--- src/rtl/cbc_pkg.sv ---
package cbc_pkg;
  localparam int ADDR_W    = 16;
  localparam int DATA_W    = 8;
  localparam int CHR_SLOTS = 8;
  localparam int STAGE_W   = 8;
  localparam int EXT_W     = 4;
  localparam int CHR_W     = STAGE_W + EXT_W;
  localparam int IDX_W     = $clog2(CHR_SLOTS);

  localparam logic [CHR_W-1:0]  CMD_ROM   = 12'h088;
  localparam logic [CHR_W-1:0]  CMD_RAM   = 12'h0C8;
  localparam logic [ADDR_W-1:0] ADR_PRG_A = 16'h8010;
  localparam logic [ADDR_W-1:0] ADR_PRG_B = 16'hA010;
  localparam logic [ADDR_W-1:0] ADR_MIRR  = 16'h9400;

  typedef enum logic [1:0] {
    MIR_VERT = 2'd0,
    MIR_HORZ = 2'd1,
    MIR_ONE0 = 2'd2,
    MIR_ONE1 = 2'd3
  } mirror_e;

  typedef struct packed {
    logic                 prg_a;
    logic                 prg_b;
    logic                 mirr;
    logic [CHR_SLOTS-1:0] chr_hit;
    logic                 chr_hi;
  } wr_dec_t;
endpackage

--- src/rtl/cbc_decode.sv ---
module cbc_decode
  import cbc_pkg::*;
(
  input  logic [ADDR_W-1:0] addr,
  input  logic              wr,
  output wr_dec_t           dec
);
  logic [3:0]       page;
  logic [IDX_W-1:0] idx;

  always_comb begin
    page = addr[15:12] - 4'hB;
    idx  = {page[1:0], addr[3]};
    dec  = '0;
    if (wr) begin
      dec.prg_a  = (addr == ADR_PRG_A);
      dec.prg_b  = (addr == ADR_PRG_B);
      dec.mirr   = (addr == ADR_MIRR);
      dec.chr_hi = addr[2];
      if (addr[15:12] >= 4'hB && addr[15:12] <= 4'hE)
        dec.chr_hit[idx] = 1'b1;
    end
  end
endmodule

--- src/rtl/cbc_chr_slot.sv ---
module cbc_chr_slot
  import cbc_pkg::*;
#(
  parameter int RESET_VAL = 0
) (
  input  logic              clk,
  input  logic              rst_n,
  input  logic              hit,
  input  logic              hi_sel,
  input  logic [DATA_W-1:0] wdata,
  output logic [CHR_W-1:0]  bank_o,
  output logic              cmd_rom_o,
  output logic              cmd_ram_o
);
  logic [STAGE_W-1:0] stage_q, stage_nx;
  logic [CHR_W-1:0]   bank_q, bank_nx, eff;

  always_comb begin
    stage_nx = hi_sel ? {wdata[3:0], stage_q[3:0]} : {stage_q[7:4], wdata[3:0]};
    eff      = hi_sel ? {wdata[7:4], stage_nx} : {{EXT_W{1'b0}}, stage_nx};
    cmd_rom_o = hit && (eff == CMD_ROM);
    cmd_ram_o = hit && (eff == CMD_RAM);
    bank_nx  = (cmd_rom_o || cmd_ram_o) ? bank_q : eff;
  end

  always_ff @(posedge clk or negedge rst_n) begin
    if (!rst_n) begin
      stage_q <= STAGE_W'(RESET_VAL);
      bank_q  <= CHR_W'(RESET_VAL);
    end else if (hit) begin
      stage_q <= stage_nx;
      bank_q  <= bank_nx;
    end
  end

  assign bank_o = bank_q;

  p_idle_hold_r9: assert property (@(posedge clk) disable iff (!rst_n)
    !hit |=> $stable(bank_o) && $stable(stage_q));
  p_cmd_hold_r8: assert property (@(posedge clk) disable iff (!rst_n)
    (cmd_rom_o || cmd_ram_o) |=> $stable(bank_o));
  p_hi_ext_r7: assert property (@(posedge clk) disable iff (!rst_n)
    (hit && hi_sel && !cmd_rom_o && !cmd_ram_o) |=>
      (bank_o[11:8] == $past(wdata[7:4])) && (bank_o[7:4] == $past(wdata[3:0])));
  p_lo_zero_r6: assert property (@(posedge clk) disable iff (!rst_n)
    (hit && !hi_sel && !cmd_rom_o && !cmd_ram_o) |=>
      (bank_o[11:8] == 4'h0) && (bank_o[3:0] == $past(wdata[3:0])));
endmodule

--- src/rtl/cbc_prg_regs.sv ---
module cbc_prg_regs
  import cbc_pkg::*;
#(
  parameter int ROM_W = 8,
  localparam int PRG_W = ROM_W + 1
) (
  input  logic              clk,
  input  logic              rst_n,
  input  logic              ld_a,
  input  logic              ld_b,
  input  logic              ld_mirr,
  input  logic [DATA_W-1:0] wdata,
  input  logic [ROM_W-1:0]  rom_banks16,
  output logic [PRG_W-1:0]  bank_a,
  output logic [PRG_W-1:0]  bank_b,
  output logic [PRG_W-1:0]  bank_c,
  output logic [PRG_W-1:0]  bank_e,
  output logic [1:0]        mirror_o
);
  logic [PRG_W-1:0] a_q, b_q;
  mirror_e          mir_q;
  logic [ROM_W-1:0] last16;

  always_ff @(posedge clk or negedge rst_n) begin
    if (!rst_n) begin
      a_q   <= PRG_W'(0);
      b_q   <= PRG_W'(1);
      mir_q <= MIR_VERT;
    end else begin
      if (ld_a)    a_q   <= PRG_W'(wdata);
      if (ld_b)    b_q   <= PRG_W'(wdata);
      if (ld_mirr) mir_q <= mirror_e'(wdata[1:0]);
    end
  end

  always_comb begin
    last16 = rom_banks16 - ROM_W'(1);
    bank_c = {last16, 1'b0};
    bank_e = {last16, 1'b1};
  end

  assign bank_a   = a_q;
  assign bank_b   = b_q;
  assign mirror_o = mir_q;

  p_prg_a_load_r2: assert property (@(posedge clk) disable iff (!rst_n)
    ld_a |=> bank_a == PRG_W'($past(wdata)));
  p_prg_hold_r9: assert property (@(posedge clk) disable iff (!rst_n)
    (!ld_a && !ld_b) |=> $stable(bank_a) && $stable(bank_b));
endmodule

--- src/rtl/cart_bank_ctrl.sv ---
module cart_bank_ctrl
  import cbc_pkg::*;
#(
  parameter int ROM_W = 8,
  localparam int PRG_W = ROM_W + 1
) (
  input  logic                       clk,
  input  logic                       rst_n,
  input  logic [15:0]                cpu_addr,
  input  logic [7:0]                 cpu_data,
  input  logic                       cpu_wr,
  input  logic [ROM_W-1:0]           rom_banks16,
  output logic [PRG_W-1:0]           prg_bank_8000,
  output logic [PRG_W-1:0]           prg_bank_a000,
  output logic [PRG_W-1:0]           prg_bank_c000,
  output logic [PRG_W-1:0]           prg_bank_e000,
  output logic [CHR_SLOTS*CHR_W-1:0] chr_banks,
  output logic [1:0]                 mirror_mode,
  output logic                       chr_ram_sel
);
  logic [1:0]           rst_sync_q;
  logic                 rst_int_n;
  wr_dec_t              dec;
  logic [CHR_SLOTS-1:0] rom_cmd, ram_cmd;
  logic                 flag_q, flag_nx;

  always_ff @(posedge clk or negedge rst_n) begin
    if (!rst_n) rst_sync_q <= 2'b00;
    else        rst_sync_q <= {rst_sync_q[0], 1'b1};
  end
  assign rst_int_n = rst_sync_q[1];

  cbc_decode u_dec (
    .addr (cpu_addr),
    .wr   (cpu_wr),
    .dec  (dec)
  );

  cbc_prg_regs #(.ROM_W(ROM_W)) u_prg (
    .clk         (clk),
    .rst_n       (rst_int_n),
    .ld_a        (dec.prg_a),
    .ld_b        (dec.prg_b),
    .ld_mirr     (dec.mirr),
    .wdata       (cpu_data),
    .rom_banks16 (rom_banks16),
    .bank_a      (prg_bank_8000),
    .bank_b      (prg_bank_a000),
    .bank_c      (prg_bank_c000),
    .bank_e      (prg_bank_e000),
    .mirror_o    (mirror_mode)
  );

  for (genvar g = 0; g < CHR_SLOTS; g++) begin : g_slot
    cbc_chr_slot #(.RESET_VAL(g)) u_slot (
      .clk       (clk),
      .rst_n     (rst_int_n),
      .hit       (dec.chr_hit[g]),
      .hi_sel    (dec.chr_hi),
      .wdata     (cpu_data),
      .bank_o    (chr_banks[g*CHR_W +: CHR_W]),
      .cmd_rom_o (rom_cmd[g]),
      .cmd_ram_o (ram_cmd[g])
    );
  end

  always_comb begin
    flag_nx = flag_q;
    if (|ram_cmd)      flag_nx = 1'b1;
    else if (|rom_cmd) flag_nx = 1'b0;
  end

  always_ff @(posedge clk or negedge rst_int_n) begin
    if (!rst_int_n) flag_q <= 1'b0;
    else            flag_q <= flag_nx;
  end

  assign chr_ram_sel = flag_q;

  p_one_slot_r5: assert property (@(posedge clk) disable iff (!rst_int_n)
    $onehot0(dec.chr_hit));
  p_flag_ram_r8: assert property (@(posedge clk) disable iff (!rst_int_n)
    (|ram_cmd) |=> chr_ram_sel);
  p_flag_rom_r8: assert property (@(posedge clk) disable iff (!rst_int_n)
    (|rom_cmd) |=> !chr_ram_sel);
  p_mirror_r4: assert property (@(posedge clk) disable iff (!rst_int_n)
    (cpu_wr && cpu_addr == 16'h9400) |=> mirror_mode == $past(cpu_data[1:0]));
  p_idle_r9: assert property (@(posedge clk) disable iff (!rst_int_n)
    !cpu_wr |=> $stable(chr_banks) && $stable(mirror_mode) && $stable(chr_ram_sel));
endmodule

--- config.mk ---
export PLATFORM = sky130hd
export DESIGN_NAME = cart_bank_ctrl
export DESIGN_NICKNAME = d
export VERILOG_FILES = /design/src/rtl/cbc_pkg.sv /design/src/rtl/cbc_decode.sv /design/src/rtl/cbc_chr_slot.sv /design/src/rtl/cbc_prg_regs.sv /design/src/rtl/cart_bank_ctrl.sv
export SDC_FILE = /design/constraint.sdc
export NUM_CORES = 1
export LEC_CHECK = 0
export BUFFER_PORTS_ARGS = -buffer_cell sky130_fd_sc_hd__buf_2
export CORE_MARGIN = 2
export CORE_UTILIZATION = 59
export CTS_CLUSTER_DIAMETER = 30
export CTS_CLUSTER_SIZE = 40
export DETAILED_ROUTE_END_ITERATION = 16
export MAX_ROUTING_LAYER = met4
export PLACE_DENSITY = 0.85
export SLEW_MARGIN = 5
export SYNTH_ARGS = -nofsm -noshare
export SYNTH_HDL_FRONTEND = slang
export SYNTH_SLANG_ARGS = --single-unit
--- constraint.sdc ---
create_clock -name clk -period 10.3 [get_ports clk]
set_clock_uncertainty 0.15 [all_clocks]
set_input_delay 0 -clock clk [delete_from_list [all_inputs] [get_ports clk]]
set_output_delay 0 -clock clk [all_outputs]
set_load 0.05 [all_outputs]
Word level (Yosys, flattened, before mapping):

Index checks and enable logic that the tools add are counted.

* add/sub/neg operators: 2
* order comparisons: 4
* eq/ne operators: 19
* multiplexer cells: 22
* bitwise operators: 8
* reduce and logical (&&, ||, !) cells: 37

Operator list (number)
* 12-bit by 8-bit == test with 1-bit output (second input constant): 16
* 12-bit 2-to-1 mux: 9
* 8-bit 2-to-1 mux: 9
* 16-bit == test (second input constant): 3
* 1-bit logical AND: 18
* 2-bit AND reduction: 8
* 8-bit OR reduction: 2
* 1-bit logical OR: 8
* 1-bit inverter: 8
* 8-bit by 1-bit subtractor with 8-bit output (second input constant): 1
* 4-bit >= comparator (second input constant): 1
* 4-bit <= comparator (second input constant): 1
* 3-bit by 4-bit < comparator with 1-bit output (second input constant): 1
* 1-bit demux with 3-bit select: 1
* 3-bit by 1-bit >= comparator with 1-bit output (second input constant): 1
* 1-bit 2-to-1 mux: 3
* 2-bit nonzero test: 1
* 2-bit subtractor (second input constant): 1

* register bits: 181
* input bits: 35
* logic and storage cells: 113

Depth between registers and ports, before layout:

* depth after elaboration: 14
* gate-level depth with buffers: 10
* gate-level depth less buffers: 7

Modules after synthesis:

From an unflattened synthesis, not the netlist that was laid out.

* cell total of the unflattened synthesis: 650
* area total of the unflattened synthesis: 8982.4 µm²

By module, submodules not included
* cbc_chr_slot (g_slot[3].u_slot ...): instances 3, cells an instance 68, area each 973.4 µm²
* cbc_chr_slot (g_slot[1].u_slot ...): instances 3, cells an instance 68, area each 970.9 µm²
* cbc_chr_slot (g_slot[7].u_slot): instances 1, cells an instance 68, area each 975.9 µm²
* cbc_chr_slot (g_slot[0].u_slot): instances 1, cells an instance 68, area each 968.4 µm²
* cbc_prg_regs: instances 1, cells an instance 70, area each 908.4 µm²
* cbc_decode: instances 1, cells an instance 26, area each 173.9 µm²
* cart_bank_ctrl: instances 1, cells an instance 10, area each 122.6 µm²

Least setup slack after synthesis:

OpenSTA, ideal clock, no wires.

* path type: input-to-output
* start point: input port rom_banks16[0]
* end point: output port prg_bank_e000[7]
* data arrival time: 2014 ps
* data required time: 10150 ps
* setup slack: 8136 ps
* stages: 6
* buffers on the path: 1
* path through: inv_1 ha_1 nand2_1 nor3_1 xor2_1 buf_4

* cells in the longest elaborated chain, start to end: 1

RTL lines
* start, declared: RTL line cart_bank_ctrl.sv:12 `input logic [ROM_W-1:0] rom_banks16,`
* 8-bit by 1-bit subtractor with 8-bit output: RTL line cbc_prg_regs.sv:37 `last16 = rom_banks16 - ROM_W'(1);`
* end, declared: RTL line cart_bank_ctrl.sv:16 `output logic [PRG_W-1:0] prg_bank_e000,`

Every way passes these cells.

Worst setup path after layout:

* start point: input port cpu_data[1]
* end point: register g_slot[7].u_slot.bank_q[8]

* cells in the longest elaborated chain, start to end: 7

RTL lines
* start, declared: RTL line cart_bank_ctrl.sv:10 `input logic [7:0] cpu_data,`
* 8-bit 2-to-1 mux *: RTL line cbc_chr_slot.sv:19 `stage_nx = hi_sel ? {wdata[3:0], stage_q[3:0]} : {stage_q[7:4], wdata[3:0]};`
* 12-bit 2-to-1 mux *: RTL line cbc_chr_slot.sv:20 `eff = hi_sel ? {wdata[7:4], stage_nx} : {{EXT_W{1'b0}}, stage_nx};`
* 12-bit by 8-bit == test with 1-bit output, on equally long branches: RTL line cbc_chr_slot.sv:21, cbc_chr_slot.sv:22
* 1-bit logical AND, on equally long branches: RTL line cbc_chr_slot.sv:21, cbc_chr_slot.sv:22
* 1-bit logical OR *: RTL line cbc_chr_slot.sv:23 `bank_nx = (cmd_rom_o || cmd_ram_o) ? bank_q : eff;`
* 1-bit inverter (no source line) *
* 2-bit AND reduction (no source line) *
* end signal, assigned: RTL line cbc_chr_slot.sv:29 `bank_q <= CHR_W'(RESET_VAL);`
* end signal, assigned: RTL line cbc_chr_slot.sv:32 `bank_q <= bank_nx;`
* end, declared: RTL line cbc_chr_slot.sv:16 `logic [CHR_W-1:0] bank_q, bank_nx, eff;`

Every way passes the cells marked *; elsewhere a longest branch is shown, timed or not.
A chain may end at the register's enable or synchronous reset.

==> flow_summary.yaml <==
die:
  design.core.area_sq_um: 13300
  rows: 42
  die-area_sq_um: 14700
  pin_count: 170
  die_x_um: 121
  die_height_um: 121
  initial_core_util: 0.608
timing:
  slew_headroom: 0.170
  maxSlewViolCount: 0
  rsz0062_at_grt: "no"
  fmax_mhz: 307
  setup_viol: 0
  finalHoldViolations: 0
  finalSetupTns_ps: 0
  post-route-period-util: 0.316
  tightest_slew_ps: 1240
  timing.final.crit_period_ps: 3250
global_routing:
  grt_pass1_vias: 6213
  antenna_found_initial: 0
  grt_start_max_net_pins: 71
  track_usage: 0.303
  grt-ovfl-total: 0
  grt_pass1_wl_mm: 33.0
routing:
  drtAntennaViolNets: 0
  routedWlPerCell_um: 19.1
  dr_wl_met3_mm: 1.74
  vias: 6682
  drt-met1-wl_mm: 8.77
  topRoutingLayerUsed: "met4"
  dr.pass1.iters: 5
  routed_wl_mm: 21.1
  drt_iter0_drc: 732
  wl_met2_mm: 10.1
  viasPerCell: 6.05
  drc_errors: 0
min_path:
  hp-class: "input pin to flip-flop"
  hold_path.startpoint: "cpu_addr[14]"
  min_path_cells: 5
  hold-path-endpoint: "g_slot[0].u_slot.stage_q[5]"
clock_tree:
  cts_tree: "yes"
  path_clk_slew_ps: 70
  post-cts-setup-buffers: 0
  clock_path_buffers: 2
  cts.sinks: 181
  clk_latency_ps: 440
  cts_made_buffers: 17
  htree_num_levels: 4
  root_buffer: "clkbuf_16"
logic_synthesis:
  yosys.area.top_type: "dfrtp_1"
  seq_area_frac_synth: 0.562
  ys_async_sr_fraction: 1.00
  netlist_instances: 765
  netlist_area_sq_um: 8120
  synthFlopType: "dfrtp_1"
  synth-edff-count: 0
  synthTopCellsByArea: "dfrtp_1 (48%), mux2_2 (8.9%), dfstp_2 (8.1%)"
  yosys.area.top_type_share: 0.481
  syn_area_per_cell_sq_um: 10.6
  yosysWarningCount: 0
  ys_types: 60
  ys_seq_elements: 181
outcome:
  outcome: "finished, final reports clean"
finish:
  layout.cells.non_filler: 1104
  nets: 950
  fillers: 975
  drive_gt1_frac: 0.337
  syn_to_final_growth_pct: 18.5
worst_setup_path:
  reg2reg_slack_ps: 7740
  startpoint_type: "input pin"
  r2r_cells: 5
  crit_arrival_ps: 3390
  worstPathMaxFanout: 27
  reg2reg_to: "g_slot[6].u_slot.bank_o[7]"
  endpoint_kind: "flip-flop"
  cp.required_ps: 10430
  timing_worst_setup_path_type: "input pin to flip-flop"
  r2r_start: "g_slot[6].u_slot.stage_q[5]"
job:
  cap_violations: 0
placement:
  place.gp.congestion: 0.953
  dpl.hpwl_mm: 14.2
  port_buffers: 165
  dp.cells: 1054
power_and_ir_drop:
  leakage_nw: 4.70
  power.density_nw_per_um2: 194
  peakVddDrop_uv: 113
## what timing repair did
item	CTS	global route
hold buffers	17	0
endpoints found under the setup margin	0	0
resized for setup	0	0
endpoints found under the hold margin	59	0
## layer usage
| layer | GRT usage | vias to the layer above |
|---|---|---|
| li1 | - | 2995 |
| met1 | 0.405 | 3297 |
| met2 | 0.465 | 342 |
| met3 | 0.0667 | 48 |
| met4 | 0.106 | 0 |
| met5 | - | - |
## kinds of logic after synthesis
| family | after synthesis | synth area share |
|---|---|---|
| XOR/XNOR | 5 | 0.00539 |
| adder cells (fa/ha/maj) | 1 | 0.00154 |
| buffers and inverters | 64 | 0.0442 |
| AO/OA/AOI/OAI | 210 | 0.146 |
| flip-flops | 181 | 0.562 |
| AND/OR/NAND/NOR | 230 | 0.137 |
| other | 2 | 0.000925 |
| multiplexers | 72 | 0.104 |
## power breakdown
group	total [W]	internal (W)	leakage [nW]	switching (W)
registers	0.000853	0.000799	2.36	0.0000541
clock network	0.000629	0.000348	0.276	0.000281
logic	0.000385	0.0000974	2.06	0.000288
## synthesized netlist by cell type, types with 2 or more instances
library cell	instances
inv_1	5
nor3_1	11
a22o_1	7
nand2_1	121
or2_2	4
buf_1	4
o22ai_1	4
xor2_1	4
or4b_2	3
conb_1	2
o211ai_1	3
nand3_1	10
nand2b_1	8
nand4b_1	2
a21o_1	2
o32ai_1	3
a21oi_1	67
dfrtp_1	156
buf_4	12
dlygate4sd1_1	3
and3_1	6
mux2_4	8
and2_1	5
and4_1	5
buf_2	17
mux2_2	64
buf_6	5
a32o_1	5
nor4_1	7
dfstp_2	25
nor2_1	30
clkbuf_1	18
nor3b_1	3
a22oi_1	2
nand4_1	5
o21ai_0	105
## worst max path at each step
stage	startpoint	endpoint	depth (start not counted)
global placement	cpu_data[1]	g_slot[7].u_slot.bank_o[6]	8
detailed placement	cpu_data[1]	g_slot[7].u_slot.bank_o[8]	8
CTS	cpu_data[1]	g_slot[7].u_slot.bank_o[8]	9
global route	cpu_data[1]	g_slot[7].u_slot.bank_o[5]	9
finish	cpu_data[1]	g_slot[7].u_slot.bank_o[8]	9
floorplan	rst_sync_q[1]	chr_ram_sel	0
## state kept, by name, summed over array words and instances (netlist names)
register               cells
chr_ram_sel                1
g_slot.u_slot.bank_o      96
g_slot.u_slot.stage_q     64
rst_sync_q                 2
u_prg.bank_a               8
u_prg.bank_b               8
u_prg.mirror_o             2
## cells in the final DEF, fill, tap and decap left out, types with 6 or more instances in the layout
cell	count
nor3_1	11
and3_1	6
nor4_1	7
a21oi_1	67
dfrtp_1	155
dlygate4sd3_1	17
o21ai_0	105
dfstp_2	25
nor2_1	30
buf_2	165
clkbuf_16	17
mux2_2	64
nand2b_1	8
nand2_1	121
mux2_4	8
a22o_1	7
nand3_1	10
## stage by stage
step	utilization	worst slack [ps]	area [sq um]	power, W	hold WS [ps]
2_1_floorplan	-	4780	8130	0.00114	-446
3_3_place_gp	0.665	7380	8870	0.00123	-363
3_5_place_dp	0.665	7300	8870	0.00124	-362
4_1_cts	0.721	7210	9620	0.00188	3.71
5_1_grt	0.721	6950	9620	0.00194	30.0
6_report	0.721	7050	9620	0.00187	30.3
## worst max-delay path: stages
cell	delay, ps
dlygate4sd3_1	510
buf_2	450
a21boi_1	1060
a21oi_1	170
and3_1	250
and2_1	150
nand2b_1	450
nand2_1	200
o21ai_0	110
## cell type report
class	instances	area, sq um	area share
clock inverter	13	124	0.0129
antenna	1	2.50	0.000260
tap	176	220	0.0229
clock buffer	19	453	0.0471
multi-input combinational	523	3210	0.334
timing repair buffer	186	1030	0.107
inverter	5	18.8	0.00195
sequential	181	4560	0.474
Note: power is estimated with default switching activity, not from simulation.
